File: config.mk
export PLATFORM = sky130hd
export DESIGN_NAME = spi_tgt_preload
export DESIGN_NICKNAME = d
export VERILOG_FILES = /design/src/rtl/spi_tgt_pkg.sv /design/src/rtl/spi_tgt_sync.sv /design/src/rtl/spi_tgt_txreg.sv /design/src/rtl/spi_tgt_shift.sv /design/src/rtl/spi_tgt_preload.sv
export SDC_FILE = /design/constraint.sdc
export NUM_CORES = 1
export LEC_CHECK = 0
export ABC_AREA = 1
export BUFFER_PORTS_ARGS = -buffer_cell sky130_fd_sc_hd__clkbuf_2
export CORE_AREA = 2 2 71 73
export DETAILED_ROUTE_END_ITERATION = 8
export DIE_AREA = 0 0 73 75
export PLACE_DENSITY = 0.71
export SYNTH_ARGS = -nofsm -noshare
export SYNTH_HDL_FRONTEND = slang
export SYNTH_HIERARCHICAL = 1
export SYNTH_SLANG_ARGS = --single-unit
export TNS_END_PERCENT = 20
File: constraint.sdc
create_clock -name clk -period 2.1 [get_ports clk]
set_input_delay 0.42 -clock clk [delete_from_list [all_inputs] [get_ports clk]]
set_output_delay 0.42 -clock clk [all_outputs]
set_load 0.02 [all_outputs]
File: src/rtl/spi_tgt_pkg.sv
package spi_tgt_pkg;
  // Source selected for the next shift-register value
  typedef enum logic [1:0] {
    LD_NONE,     // shift or hold
    LD_PRELOAD,  // pending character taken while deselected
    LD_NEXT,     // character boundary: pending or repeat
    LD_RESTORE   // select rose: back to the loaded character
  } load_e;
endpackage

File: src/rtl/spi_tgt_sync.sv
module spi_tgt_sync #(
  parameter int          WIDTH   = 3,
  parameter int          STAGES  = 2,
  parameter logic [31:0] RST_VAL = '0
) (
  input  logic             clk,
  input  logic             rst_n,
  input  logic [WIDTH-1:0] async_i,
  output logic [WIDTH-1:0] sync_o
);
  logic [WIDTH-1:0] stage_q [STAGES];

  for (genvar s = 0; s < STAGES; s++) begin : g_stage
    always_ff @(posedge clk or negedge rst_n) begin
      if (!rst_n)      stage_q[s] <= RST_VAL[WIDTH-1:0];
      else if (s == 0) stage_q[s] <= async_i;
      else             stage_q[s] <= stage_q[(s == 0) ? 0 : s-1];
    end
  end

  assign sync_o = stage_q[STAGES-1];
endmodule

File: src/rtl/spi_tgt_txreg.sv
module spi_tgt_txreg #(
  parameter int DW = 8
) (
  input  logic          clk,
  input  logic          rst_n,
  input  logic          wr_en_i,
  input  logic [DW-1:0] wr_data_i,
  input  logic          take_i,
  output logic [DW-1:0] data_o,
  output logic          pend_o,
  output logic          dre_o
);
  logic [DW-1:0] data_q;
  logic          empty_q;

  always_ff @(posedge clk or negedge rst_n) begin
    if (!rst_n) begin
      data_q  <= '0;
      empty_q <= 1'b1;
    end else if (wr_en_i) begin
      data_q  <= wr_data_i;
      empty_q <= 1'b0;
    end else if (take_i) begin
      empty_q <= 1'b1;
    end
  end

  assign data_o = data_q;
  assign pend_o = !empty_q;
  assign dre_o  = empty_q;

  AST_WR_CLEARS_DRE: assert property (@(posedge clk) disable iff (!rst_n)
    wr_en_i |=> !dre_o);
  AST_TAKE_SETS_DRE: assert property (@(posedge clk) disable iff (!rst_n)
    (take_i && !wr_en_i) |=> dre_o);
  AST_IDLE_DRE_HOLD: assert property (@(posedge clk) disable iff (!rst_n)
    (!take_i && !wr_en_i) |=> $stable(dre_o) && $stable(data_o));
endmodule

File: src/rtl/spi_tgt_shift.sv
module spi_tgt_shift
  import spi_tgt_pkg::*;
#(
  parameter int DW = 8
) (
  input  logic          clk,
  input  logic          rst_n,
  input  logic          active_i,     // synchronised select is low
  input  logic          abort_i,      // synchronised select rose
  input  logic          rise_i,
  input  logic          fall_i,
  input  logic          mosi_i,
  input  logic          preload_en_i,
  input  logic          pend_i,
  input  logic [DW-1:0] pend_data_i,
  output logic          take_o,
  output logic          complete_o,
  output logic [DW-1:0] rx_char_o,
  output logic          msb_o
);
  localparam int            CW   = (DW > 2) ? $clog2(DW) : 1;
  localparam logic [CW-1:0] LAST = CW'(DW - 1);

  function automatic logic [DW-1:0] shl_in(logic [DW-1:0] v, logic b);
    return {v[DW-2:0], b};
  endfunction

  logic [DW-1:0] sh_q, last_q, next_char;
  logic [CW-1:0] cnt_q;
  logic          samp_q;
  load_e         ld;

  always_comb begin
    ld = LD_NONE;
    if (abort_i)                             ld = LD_RESTORE;
    else if (active_i && rise_i && cnt_q == LAST) ld = LD_NEXT;
    else if (!active_i && preload_en_i && pend_i) ld = LD_PRELOAD;
  end

  assign next_char  = pend_i ? pend_data_i : last_q;
  assign take_o     = pend_i && (ld == LD_NEXT || ld == LD_PRELOAD);
  assign complete_o = (ld == LD_NEXT);
  assign rx_char_o  = shl_in(sh_q, mosi_i);
  assign msb_o      = sh_q[DW-1];

  always_ff @(posedge clk or negedge rst_n) begin
    if (!rst_n) begin
      sh_q   <= '0;
      last_q <= '0;
      cnt_q  <= '0;
      samp_q <= 1'b0;
    end else begin
      unique case (ld)
        LD_RESTORE: begin
          sh_q  <= last_q;
          cnt_q <= '0;
        end
        LD_NEXT: begin
          sh_q   <= next_char;
          last_q <= next_char;
          cnt_q  <= '0;
        end
        LD_PRELOAD: begin
          sh_q   <= pend_data_i;
          last_q <= pend_data_i;
        end
        default: begin
          if (active_i && rise_i) begin
            samp_q <= mosi_i;
            cnt_q  <= cnt_q + 1'b1;
          end else if (active_i && fall_i && cnt_q != '0) begin
            sh_q <= shl_in(sh_q, samp_q);
          end
        end
      endcase
    end
  end

  AST_IDLE_HOLD: assert property (@(posedge clk) disable iff (!rst_n)
    (!active_i && !abort_i && !(preload_en_i && pend_i)) |=> $stable(sh_q));
  AST_NOPRE_HOLD: assert property (@(posedge clk) disable iff (!rst_n)
    (!active_i && !abort_i && !preload_en_i) |=> $stable(sh_q));
  AST_PRELOAD_LOAD: assert property (@(posedge clk) disable iff (!rst_n)
    (!active_i && !abort_i && preload_en_i && pend_i)
      |=> (sh_q == $past(pend_data_i)));
  AST_NEXT_LOAD: assert property (@(posedge clk) disable iff (!rst_n)
    (complete_o && pend_i) |=> (sh_q == $past(pend_data_i)));
endmodule

File: src/rtl/spi_tgt_preload.sv
module spi_tgt_preload #(
  parameter int DW = 8
) (
  input  logic          clk,
  input  logic          rst_n,
  input  logic          sck_i,
  input  logic          mosi_i,
  input  logic          sel_n_i,
  input  logic          wr_en_i,
  input  logic [DW-1:0] wr_data_i,
  input  logic          preload_en_i,
  output logic          miso_o,
  output logic          dre_o,
  output logic          rx_valid_o,
  output logic [DW-1:0] rx_data_o
);
  logic [2:0]    pins_s;
  logic          sel_s, sck_s, mosi_s;
  logic          sel_prev_q, sck_prev_q;
  logic          sck_rise, sck_fall, sel_rise;
  logic          take, pend, complete, msb;
  logic [DW-1:0] pend_data, rx_char;
  logic          rx_valid_q;
  logic [DW-1:0] rx_data_q;

  spi_tgt_sync #(.WIDTH(3), .STAGES(2), .RST_VAL(32'h4)) u_sync (
    .clk     (clk),
    .rst_n   (rst_n),
    .async_i ({sel_n_i, sck_i, mosi_i}),
    .sync_o  (pins_s)
  );
  assign {sel_s, sck_s, mosi_s} = pins_s;

  always_ff @(posedge clk or negedge rst_n) begin
    if (!rst_n) begin
      sel_prev_q <= 1'b1;
      sck_prev_q <= 1'b0;
    end else begin
      sel_prev_q <= sel_s;
      sck_prev_q <= sck_s;
    end
  end

  assign sck_rise = sck_s && !sck_prev_q;
  assign sck_fall = !sck_s && sck_prev_q;
  assign sel_rise = sel_s && !sel_prev_q;

  spi_tgt_txreg #(.DW(DW)) u_txreg (
    .clk       (clk),
    .rst_n     (rst_n),
    .wr_en_i   (wr_en_i),
    .wr_data_i (wr_data_i),
    .take_i    (take),
    .data_o    (pend_data),
    .pend_o    (pend),
    .dre_o     (dre_o)
  );

  spi_tgt_shift #(.DW(DW)) u_shift (
    .clk          (clk),
    .rst_n        (rst_n),
    .active_i     (!sel_s),
    .abort_i      (sel_rise),
    .rise_i       (sck_rise),
    .fall_i       (sck_fall),
    .mosi_i       (mosi_s),
    .preload_en_i (preload_en_i),
    .pend_i       (pend),
    .pend_data_i  (pend_data),
    .take_o       (take),
    .complete_o   (complete),
    .rx_char_o    (rx_char),
    .msb_o        (msb)
  );

  always_ff @(posedge clk or negedge rst_n) begin
    if (!rst_n) begin
      rx_valid_q <= 1'b0;
      rx_data_q  <= '0;
    end else begin
      rx_valid_q <= complete;
      if (complete) rx_data_q <= rx_char;
    end
  end

  assign rx_valid_o = rx_valid_q;
  assign rx_data_o  = rx_data_q;
  assign miso_o     = !sel_s && msb;

  AST_NO_RX_DESELECTED: assert property (@(posedge clk) disable iff (!rst_n)
    sel_s |=> !rx_valid_o);
  AST_RX_SINGLE_PULSE: assert property (@(posedge clk) disable iff (!rst_n)
    rx_valid_o |=> !rx_valid_o);
endmodule

==> out/qor.yml <==
status: "complete, no violations"
p_comb_share_pct: 26.9
slew_violations: 0
place_inst: 384
crit_path_end_kind: "register"
routed_via_density: 4.77
place.gp.congestion: 0.803
netlist_area_um2: 2370
numCtsBuffers: 5
post-route-period-util_pct: 94.0
grt_remaining_overflow: 0
synth_top_area_share_pct: 44.3
p_int_mw: 1.54
wl_per_cell_um: 11.3
synth_edf_count: 0
drt-initial-drc-count: 121
seq_area_frac_synth_pct: 48.7
clock-sinks: 46
hpwlAfterDp_um: 3000
die-area_um2: 5480
start_util_pct: 50.9
cp_common_cell: "inv_1"
yosysMostFrequentCell: "nand2_1"
fill_cells: 456
clock_power_share_pct: 22.2
finalHoldViolCount: 0
grt_first_pass_wirelength_um: 7620
fin_skew_ns: 0.00912
cts_tree: "built"
grt_max_degree: 47
finalSetupViolCount: 0
io_pins: 26
start_kind: "register"
core.rowCount: 25
grt_usage_pct: 18.2
slowest_stage: "dfrtp_1"
tns_ns: 0
power_frac_seq_pct: 50.9
drc: 0
clkTransAtPathRegs_ns: 0.08
core_area_um2: 4660
routed_wl_um: 4440
critPathArrivalTime_ns: 2.14
die_h_um: 75
p_sw_share_pct: 34.0
io_buffers: 25
fin_cells: 393
synth.area.top_cells: "dfrtp_1 (44%), nand2_1 (19%), inv_1 (6.6%)"
path_max_fanout: 8
max_slew_margin_pct: 62.0
syn_avg_cell_area_um2: 7.61
min_period_ns: 1.97
n_antenna_cell: 0
ys_seq_elements: 46
grt_setup_unrepaired: "false"
fin_nets: 360
critPathKind: "reg2reg"
max_freq_mhz: 507
syn_to_final_growth_pct: 9.86
die_w_um: 73
antenna_found_initial: 0
hold_class: "in2async"
hold_buffers: 0
p_sw_mw: 0.795
yosys.cell_types.count: 19
worstSkewPairLatency_ns: 0.30
syn_inst: 312
vias: 1874
htree_levels: 2
ys.flop_type: "dfrtp_1"
cts_root_buffer: "clkbuf_8"
dr.pass1.iters: 4
path_cells: "ha_1 > ha_1 > inv_1 > o21ai_2 > inv_1 > ha_2 > inv_1 > buf_2 > or2_2 > nand2_1 > o21ai_0"
ant_nets: 0
synth_commonest_cells: "nand2_1 (123), dfrtp_1 (42), inv_1 (42)"
max_cap_viol_count: 0
powerDensity_nw_per_um2: 896
synth_nets: 334
synth_top_area_cell: "dfrtp_1"
worst_pin_slew_ns: 0.570
grt_pass1_vias: 1705
peakVddDrop_mv: 0.403
required_ns: 2.27
slowest_delay_ns: 0.41
clock_path_buffers: 2
yosys_warnings: 6
synthArstFlopShare_pct: 100
layout-drive-gt1-share_pct: 19.2
p_leak_nw: 1.51
==> timing repair <==
action | CTS | global route
resized for setup | 0 | 7
hold endpoints to repair | 0 | 0
setup endpoints to repair | 0 | 19
buffers inserted | 0 | 0
==> worst max-delay path: cells and delay by family (launching register included) <==
kind	cells	cell delay, ns
AOI/OAI and AO/OA	2	0.15
adders and majority gates	3	0.56
buffers and inverters	4	0.39
DFF	1	0.41
and+or+nand+nor	2	0.35
==> power by group through the flow <==
stage	Clock [mW]	Combinational, mW	Sequential [mW]
after floorplan	0	0.411	1.24
after global placement	0	0.612	1.20
after detailed placement	0	0.625	1.21
after CTS	0.539	0.627	1.19
after global routing	0.567	0.731	1.21
final	0.518	0.629	1.19
==> per-stage QoR <==
stage / setup WS (ns) / hold WS (ns) / instance area (um2) / util (%) / total power [mW]
after floorplan: 0.0448 / 0.124 / 2370 / - / 1.65
after global placement: 0.113 / 0.333 / 2500 / 53.7 / 1.81
after detailed placement: 0.00940 / 0.343 / 2500 / 53.7 / 1.83
after CTS: 0.00667 / 0.190 / 2580 / 55.5 / 2.35
after global routing: 0.00505 / 0.191 / 2610 / 55.9 / 2.51
final: 0.126 / 0.197 / 2610 / 55.9 / 2.34
==> layout by cell type, fill, tap and decap left out <==
cell        n
a31oi_1     8
buf_2       1
buf_4       6
buf_6       1
clkbuf_1    1
clkbuf_2   25
clkbuf_8    5
clkinv_2    2
dfrtp_1    42
dfstp_2     4
ha_1        5
ha_2        2
inv_1      42
inv_2       5
nand2_1   122
nand2_2     2
nand3_1    19
nand4_1     1
nor2_1     23
nor2_2      1
o21ai_0    10
o21ai_1     1
o21ai_2     3
or2_2       8
==> registers in the layout, indices dropped and copies added (netlist names) <==
signal,count
u_shift/samp_q,1
u_shift/cnt_q,3
sel_prev_q,1
u_sync/stage_q,3
u_shift/sh_q,8
u_txreg/dre_o,1
u_sync/sync_o,3
u_shift/last_q,8
u_txreg/data_o,8
sck_prev_q,1
rx_valid_o,1
rx_data_o,8
==> per-layer routing <==
layer / up-vias / part of all wire [%] / track usage, %
met5: - / 0 / 0
met4: 0 / 0.86 / 6.17
met3: 4 / 3.8 / 2.81
met2: 47 / 46 / 29.3
met1: 835 / 49 / 25.1
li1: 988 / - / -
==> final timing paths <==
kind,slack [ns],from,depth (start not counted),end
min,0.20,rst_n,2,u_sync/sync_o[0]$_DFF_PN0_
min in group clk,0.20,sel_n_i,1,u_sync/stage_q[5]$_DFF_PN1_
min reg2reg,0.36,u_sync/stage_q[3]$_DFF_PN0_,0,u_sync/sync_o[0]$_DFF_PN0_
max,0.13,u_shift/cnt_q[0]$_DFFE_PN0P_,11,u_shift/sh_q[6]$_DFFE_PN0P_
max reg2reg,0.13,u_shift/cnt_q[0]$_DFFE_PN0P_,11,u_shift/sh_q[6]$_DFFE_PN0P_
max in group asynchronous,1.51,rst_n,2,u_sync/sync_o[1]$_DFF_PN0_
==> final cells by class <==
cell class                      count  area (um2)  share of cell area (%)
Tap cell                           54        67.6                    2.59
Inverter                           47         176                    6.77
Clock buffer                        6        72.6                    2.78
Multi-Input combinational cell    205         938                    36.0
Sequential cell                    46        1160                    44.3
Timing Repair Buffer               33         186                    7.15
Clock inverter                      2        10.0                   0.384
==> cell families after synthesis <==
| family | count (synthesis) | share of synthesized area, % |
|---|---|---|
| buf+inv | 61 | 12.3 |
| simple gates | 176 | 29.9 |
| flops | 46 | 48.7 |
| compound gates | 22 | 5.38 |
| fa+ha+maj | 7 | 3.69 |
Power figures use the tool's default switching activity.
